--- config.mk ---
export PLATFORM = sky130hd
export DESIGN_NAME = dmac_regfile
export DESIGN_NICKNAME = d
export VERILOG_FILES = /design/src/rtl/dmac_pkg.sv /design/src/rtl/dmac_decode.sv /design/src/rtl/dmac_chan_regs.sv /design/src/rtl/dmac_global_regs.sv /design/src/rtl/dmac_regfile.sv
export SDC_FILE = /design/constraint.sdc
export NUM_CORES = 1
export LEC_CHECK = 0
export BUFFER_PORTS_ARGS = -buffer_cell sky130_fd_sc_hd__buf_2
export CORE_MARGIN = 4
export CORE_UTILIZATION = 40
export CTS_CLUSTER_SIZE = 40
export DETAILED_ROUTE_END_ITERATION = 16
export GPL_ROUTABILITY_DRIVEN = 0
export GPL_TIMING_DRIVEN = 0
export PLACE_DENSITY_LB_ADDON = 0.12
export SYNTH_ARGS = -nofsm -noshare
export SYNTH_HDL_FRONTEND = slang
export SYNTH_SLANG_ARGS = --single-unit
--- constraint.sdc ---
create_clock -name clk -period 2.12 [get_ports clk]
set_input_delay 0 -clock clk [delete_from_list [all_inputs] [get_ports clk]]
set_output_delay 0 -clock clk [all_outputs]
set_load 0.005 [all_outputs]
--- src/rtl/dmac_pkg.sv ---
package dmac_pkg;

   // Register offsets that carry behaviour (decoded by the register file)
   localparam logic [3:0] OFS_CMD      = 4'd8;
   localparam logic [3:0] OFS_SWREQ    = 4'd9;
   localparam logic [3:0] OFS_ONEMASK  = 4'd10;
   localparam logic [3:0] OFS_MODE     = 4'd11;
   localparam logic [3:0] OFS_PTRCLR   = 4'd12;
   localparam logic [3:0] OFS_MCLR     = 4'd13;
   localparam logic [3:0] OFS_MASKCLR  = 4'd14;
   localparam logic [3:0] OFS_MASKLD   = 4'd15;

   // Data bit that selects set (1) or clear (0) for single-channel ops
   localparam int SETCLR_BIT = 2;
   // Command bit that disables the controller
   localparam int DIS_BIT    = 2;

   typedef struct packed {
      logic word_wr;    // address/count byte write
      logic word_cnt;   // 1 = count, 0 = address
      logic word_rd;    // address/count byte read
      logic stat_rd;    // status read
      logic cmd_wr;
      logic req_wr;
      logic onemask_wr;
      logic mode_wr;
      logic ptr_clr;
      logic mclr;
      logic mask_clr;
      logic mask_ld;
   } dmac_op_t;

   // Replace one byte lane of a two-lane word
   function automatic logic [15:0] merge_lane(input logic [15:0] word,
                                              input logic [7:0]  b,
                                              input logic        hi);
      return hi ? {b, word[7:0]} : {word[15:8], b};
   endfunction

endpackage

--- src/rtl/dmac_decode.sv ---
module dmac_decode
   import dmac_pkg::*;
#(
   parameter int OFFS_W = 4,
   parameter int NUM_CH = 4
) (
   input  logic              wr_en,
   input  logic              rd_en,
   input  logic [OFFS_W-1:0] reg_offset,
   output dmac_op_t          op
);
   localparam int WORD_REGS = 2 * NUM_CH;

   logic [3:0] ofs;
   logic       rd_ok;
   logic       in_words;

   assign ofs      = reg_offset[3:0];
   assign rd_ok    = rd_en && !wr_en;
   assign in_words = ({28'd0, ofs} < WORD_REGS);

   always_comb begin
      op            = '0;
      op.word_cnt   = ofs[0];
      op.word_wr    = wr_en && in_words;
      op.word_rd    = rd_ok && in_words;
      op.stat_rd    = rd_ok && (ofs == OFS_CMD);
      if (wr_en) begin
         unique case (ofs)
            OFS_CMD:     op.cmd_wr     = 1'b1;
            OFS_SWREQ:   op.req_wr     = 1'b1;
            OFS_ONEMASK: op.onemask_wr = 1'b1;
            OFS_MODE:    op.mode_wr    = 1'b1;
            OFS_PTRCLR:  op.ptr_clr    = 1'b1;
            OFS_MCLR:    op.mclr       = 1'b1;
            OFS_MASKCLR: op.mask_clr   = 1'b1;
            OFS_MASKLD:  op.mask_ld    = 1'b1;
            default:     ;
         endcase
      end
   end
endmodule

--- src/rtl/dmac_chan_regs.sv ---
module dmac_chan_regs
   import dmac_pkg::*;
#(
   parameter int DATA_W = 8,
   parameter int WORD_W = 16
) (
   input  logic              clk,
   input  logic              rst,
   input  logic              addr_we,
   input  logic              cnt_we,
   input  logic              mode_we,
   input  logic              lane_hi,
   input  logic [DATA_W-1:0] wr_data,
   output logic [WORD_W-1:0] base_addr,
   output logic [WORD_W-1:0] cur_addr,
   output logic [WORD_W-1:0] base_cnt,
   output logic [WORD_W-1:0] cur_cnt,
   output logic [DATA_W-1:0] mode
);
   always_ff @(posedge clk) begin
      if (rst) begin
         base_addr <= '0;
         cur_addr  <= '0;
         base_cnt  <= '0;
         cur_cnt   <= '0;
         mode      <= '0;
      end else begin
         if (addr_we) begin
            base_addr <= merge_lane(base_addr, wr_data, lane_hi);
            cur_addr  <= merge_lane(cur_addr,  wr_data, lane_hi);
         end
         if (cnt_we) begin
            base_cnt  <= merge_lane(base_cnt, wr_data, lane_hi);
            cur_cnt   <= merge_lane(cur_cnt,  wr_data, lane_hi);
         end
         if (mode_we)
            mode <= wr_data;
      end
   end
endmodule

--- src/rtl/dmac_global_regs.sv ---
module dmac_global_regs
   import dmac_pkg::*;
#(
   parameter int DATA_W = 8,
   parameter int NUM_CH = 4
) (
   input  logic                clk,
   input  logic                rst,
   input  dmac_op_t            op,
   input  logic [DATA_W-1:0]   wr_data,
   input  logic [NUM_CH-1:0]   tc_set,
   output logic [DATA_W-1:0]   command,
   output logic [NUM_CH-1:0]   mask,
   output logic [NUM_CH-1:0]   req,
   output logic [2*NUM_CH-1:0] status,
   output logic [DATA_W-1:0]   temp,
   output logic                ptr
);
   localparam int CH_W = $clog2(NUM_CH);

   logic [CH_W-1:0]     sel;
   logic                setv;
   logic [2*NUM_CH-1:0] status_nxt;
   logic [NUM_CH-1:0]   mask_nxt;
   logic [NUM_CH-1:0]   req_nxt;
   logic                ptr_nxt;

   assign sel  = wr_data[CH_W-1:0];
   assign setv = wr_data[SETCLR_BIT];

   always_comb begin
      status_nxt = status;
      if (op.req_wr)
         status_nxt[NUM_CH + int'(sel)] = setv;
      if (op.mode_wr)
         status_nxt[sel] = 1'b0;
      if (op.mclr || op.stat_rd)
         status_nxt[NUM_CH-1:0] = '0;
      status_nxt[NUM_CH-1:0] = status_nxt[NUM_CH-1:0] | tc_set;
   end

   always_comb begin
      mask_nxt = mask;
      if (op.onemask_wr) mask_nxt[sel] = setv;
      if (op.mclr)       mask_nxt = '1;
      if (op.mask_clr)   mask_nxt = '0;
      if (op.mask_ld)    mask_nxt = wr_data[NUM_CH-1:0];
   end

   always_comb begin
      req_nxt = req;
      if (op.req_wr) req_nxt[sel] = setv;
   end

   always_comb begin
      ptr_nxt = ptr;
      if (op.word_wr || op.word_rd) ptr_nxt = ~ptr;
      if (op.ptr_clr || op.mclr)    ptr_nxt = 1'b0;
   end

   always_ff @(posedge clk) begin
      if (rst) begin
         command <= '0;
         mask    <= '1;
         req     <= '0;
         status  <= '0;
         temp    <= '0;
         ptr     <= 1'b0;
      end else begin
         status <= status_nxt;
         mask   <= mask_nxt;
         req    <= req_nxt;
         ptr    <= ptr_nxt;
         if (op.cmd_wr)  command <= wr_data;
         if (op.ptr_clr) temp    <= wr_data;
         if (op.mclr)    temp    <= '0;
      end
   end
endmodule

--- src/rtl/dmac_regfile.sv ---
module dmac_regfile
   import dmac_pkg::*;
#(
   parameter int DATA_W = 8,
   parameter int OFFS_W = 4,
   parameter int NUM_CH = 4
) (
   input  logic                     clk,
   input  logic                     rst,
   input  logic                     wr_en,
   input  logic                     rd_en,
   input  logic [OFFS_W-1:0]        reg_offset,
   input  logic [DATA_W-1:0]        wr_data,
   input  logic [NUM_CH-1:0]        tc_set,
   output logic [DATA_W-1:0]        rd_data,
   output logic                     ctl_enable,
   output logic [NUM_CH-1:0]        chan_req,
   output logic [NUM_CH-1:0]        chan_mask,
   output logic [NUM_CH*2*DATA_W-1:0] base_addr_flat,
   output logic [NUM_CH*2*DATA_W-1:0] base_cnt_flat,
   output logic [NUM_CH*DATA_W-1:0] mode_flat,
   output logic [DATA_W-1:0]        hold_byte
);
   localparam int WORD_W = 2 * DATA_W;
   localparam int CH_W   = $clog2(NUM_CH);
   localparam int STAT_W = 2 * NUM_CH;

   // Elaboration-time parameter checks
   if (DATA_W != 8) begin : g_bad_data
      $error("dmac_regfile: DATA_W must be 8");
   end
   if (NUM_CH != 4) begin : g_bad_ch
      $error("dmac_regfile: the offset map fixes NUM_CH at 4");
   end
   if (OFFS_W != 4) begin : g_bad_ofs
      $error("dmac_regfile: OFFS_W must be 4");
   end

   dmac_op_t            op;
   logic [DATA_W-1:0]   command;
   logic [STAT_W-1:0]   status;
   logic                ptr;
   logic [CH_W-1:0]     word_ch;
   logic [CH_W-1:0]     data_ch;

   logic [WORD_W-1:0]   cur_addr [NUM_CH];
   logic [WORD_W-1:0]   cur_cnt  [NUM_CH];

   assign word_ch = reg_offset[CH_W:1];
   assign data_ch = wr_data[CH_W-1:0];

   dmac_decode #(.OFFS_W(OFFS_W), .NUM_CH(NUM_CH)) u_dec (
      .wr_en      (wr_en),
      .rd_en      (rd_en),
      .reg_offset (reg_offset),
      .op         (op)
   );

   dmac_global_regs #(.DATA_W(DATA_W), .NUM_CH(NUM_CH)) u_glob (
      .clk     (clk),
      .rst     (rst),
      .op      (op),
      .wr_data (wr_data),
      .tc_set  (tc_set),
      .command (command),
      .mask    (chan_mask),
      .req     (chan_req),
      .status  (status),
      .temp    (hold_byte),
      .ptr     (ptr)
   );

   for (genvar i = 0; i < NUM_CH; i++) begin : g_ch
      logic hit_word;
      assign hit_word = op.word_wr && (word_ch == CH_W'(i));

      dmac_chan_regs #(.DATA_W(DATA_W), .WORD_W(WORD_W)) u_ch (
         .clk       (clk),
         .rst       (rst),
         .addr_we   (hit_word && !op.word_cnt),
         .cnt_we    (hit_word &&  op.word_cnt),
         .mode_we   (op.mode_wr && (data_ch == CH_W'(i))),
         .lane_hi   (ptr),
         .wr_data   (wr_data),
         .base_addr (base_addr_flat[i*WORD_W +: WORD_W]),
         .cur_addr  (cur_addr[i]),
         .base_cnt  (base_cnt_flat[i*WORD_W +: WORD_W]),
         .cur_cnt   (cur_cnt[i]),
         .mode      (mode_flat[i*DATA_W +: DATA_W])
      );
   end

   assign ctl_enable = ~command[DIS_BIT];

   // Read path: combinational, side effects applied at the next edge
   logic [WORD_W-1:0] rd_word;
   always_comb begin
      rd_word = op.word_cnt ? cur_cnt[word_ch] : cur_addr[word_ch];
      rd_data = '0;
      if (op.stat_rd)
         rd_data = status;
      else if (op.word_rd)
         rd_data = ptr ? rd_word[WORD_W-1:DATA_W] : rd_word[DATA_W-1:0];
   end

endmodule

==> impl_results.md <==
- Status: finished clean
- Final Setup Violations: 0
- Synth Net Count: 929
- Crit. End Element: output pin
- Via density: 5.56
- CTS tree: yes
- Average cell area after synthesis: 8.99 µm²
- Placed Instances: 1380
- Final core utilization: 50.9%
- Clock buffer depth: 2
- Slew headroom: 35.5%
- CP Capture Point: rd_data[3]
- # DRC: 0
- Worst-path fanout max: 8
- Commonest non-fill, non-tap cell in the layout: buf_2
- Synth Area in XOR/XNOR: 0.107%
- Post-synthesis cell area: 8170 µm²
- Drt pass-1 iters: 5
- Post-Layout Cell Count: 1422
- IO Pins: 205
- WP data arrival: 2.10 ns
- # nets final: 1161
- Hold crit path type: input pin to flip-flop
- Initial DRC count: 848
- Via count: 7901
- Layout cell share with drive strength beyond 1: 27.6%
- CTS H-tree depth: 4
- Pwr/cell area: 733 nW/µm²
- Clk Latency, worst-skew pair: 0.44 ns
- Routed Antenna Nets: 0
- Reg-to-reg critical path startpoint: u_glob.ptr
- Number of diodes: 0
- Setup CP Type: flip-flop to output pin
- Adder-cell share of the synthesized area: 0%
- Async SR Flop Fraction: 0%
- Global route overflow: 0
- CP startpoint: u_glob.ptr
- Cts bufs inserted: 17
- Synth Area in Simple Gates: 19.7%
- Fin crit period: 2.10 ns
- YS warnings: 0
- Die Span Y: 151 µm
- Clock root cell: clkbuf_16
- Leak: 4.27 nW
- Total GRT Usage: 28.4%
- Compound-cell area share of the yosys netlist: 12.4%
- Synth Flop Type: dfxtp_1
- Worst Tran Pin Value: 0.967 ns
- Core ar.: 20200 µm²
- Critical Path RT: 2.12 ns
- Maxcap violations: 0
- FP Rows: 52
- Most frequent cells in the layout: 230 x buf_2, 182 x dfxtp_1, 122 x nand2_1
- Hold path startpoint: wr_data[2]
- Starting density of the core: 40.5%
- Worst VDD drop: 0.576 mV
- Worst-case reg-to-reg path depth: 6
- Clk pin slew, worst setup/hold paths: 0.06 ns
- Gate Count Post-Synth: 909
- Multiplexer share of the synthesized area: 17.1%
- Clock Sinks: 182
- Fmax: 477 MHz
- Global-route wire length before repair: 47.2 mm
- Dpl hpwl: 23.9 mm
- Pin count of the biggest net entering global routing: 17
- Final-report hold violation count: 0
- Max-slew violation count: 0
- FF+latch count, synth: 182
- Port Buffer Count: 201
- Seq/Total Area, Yosys: 44.6%
- Total routed wirelength: 32.8 mm
- RSZ-0062 raised after global routing: true
- Die width: 151 µm
- Critical Path Start Type: flip-flop
- Clk_skew: 0.00483 ns
- Area growth from synthesis to layout: 25.7%
- Largest family of logic cells by synthesized area: simple AND/OR/NAND/NOR gates
- Number of synthesized flops with an enable pin: 0
- Number of global-route vias before repair: 7208
- Fillers: 2065
- Fin crit share: 98.9%
- R2r endpoint: g_ch[3].u_ch.base_cnt[13]
- Antenna violations before repair: 0
- Full die area: 22800 µm²
- Synth cell types: 59
- Routed wire per std cell: 23.1 µm
- Flop2flop setup slack: 0.30 ns
## worst min path at each step
stage	end	slack (ns)	depth (start not counted)
6_report	u_glob.mask[1]	0.08	4
5_1_grt	u_glob.mask[1]	0.10	4
4_1_cts	g_ch[0].u_ch.base_addr[0]	0.03	4
3_5_place_dp	u_glob.status[3]	0.27	3
2_1_floorplan	u_glob.status[0]	0.13	2
3_3_place_gp	u_glob.status[3]	0.26	3
## metal layers
layer	wire [µm]	part of all wire (%)	vias to the layer above	track usage, %
met5	0	0	-	0
met4	931	2.8	0	9.07
met3	3320	10	55	5.95
met2	14600	45	428	43.4
met1	14000	43	3775	40.1
li1	-	-	3643	-
## layout make-up
class	instances	area [µm²]	share of cell area [%]
sequential	182	3640	35.5
inverter	7	26.3	0.256
tap	270	338	3.29
multi-input combinational	627	4030	39.3
clock inverter	12	180	1.75
buffer	93	484	4.71
timing repair buffer	213	1140	11.1
clock buffer	18	429	4.18
## power breakdown
part           leakage (nW)  switching (mW)  internal [mW]  total (mW)
clock network         0.292            1.40           1.97        3.37
logic                  2.51           0.468          0.209       0.676
registers              1.47          0.0275           3.45        3.48
## logic make-up (layout without fill, tap and decap cells)
kind of cell	count (synthesis)	in the layout
compound gates	176	176
xor+xnor	1	1
buf+inv	100	343
flops	182	182
mux	115	115
simple gates	335	335
## per-stage QoR
step	hold WS [ns]	cell area (µm²)	setup TNS (ns)	setup slack (ns)	total power [mW]
floorplan	0.129	8170	0	0.560	3.93
global placement	0.263	9520	0	0.113	4.20
detailed placement	0.268	9520	0	0.129	4.20
CTS	0.0272	10200	0	0.00654	7.52
global route	0.103	10300	-0.0396	-0.0396	7.73
finish	0.0817	10300	0	0.0240	7.53
## flip-flops by register name (all words and copies together), names as in the netlist, 3 cells and up
name                 count
u_glob.temp              8
u_glob.status            5
g_ch.u_ch.base_cnt      48
g_ch.u_ch.cur_addr      24
g_ch.u_ch.base_addr     40
g_ch.u_ch.mode          32
g_ch.u_ch.cur_cnt       16
u_glob.req               3
u_glob.mask              4
## worst max-delay path, cell delays in order (launching register included)
cell	delay (ns)
dfxtp_1	0.31
buf_2	0.20
nor4bb_1	0.27
buf_4	0.22
o31ai_1	0.09
a21o_1	0.17
o211ai_1	0.24
buf_2	0.17
## synth_stat cells (4+ instances only)
cell type,count,area [µm²]
mux4_2,19,428
nand3b_1,5,37.5
o21ai_0,23,115
nor3_1,6,30.0
o211ai_1,9,67.6
nor3b_1,6,45.0
nand3_1,72,360
nor2_1,87,327
a2bb2oi_1,5,43.8
inv_1,7,26.3
buf_4,14,105
mux2_2,7,78.8
mux2i_1,89,891
buf_2,29,145
a22oi_1,9,67.6
clkbuf_1,42,158
nand2_1,122,458
nor2b_1,9,56.3
buf_1,4,15.0
a21oi_1,104,521
dfxtp_1,182,3640
## repair_timing
item,CTS,global route
setup endpoints to repair,4,6
hold buffers,11,0
pin swaps,0,1
endpoints found under the hold margin,12,0
setup buffers,0,1
resized for setup,2,4
(Power assumes the default switching activity.)
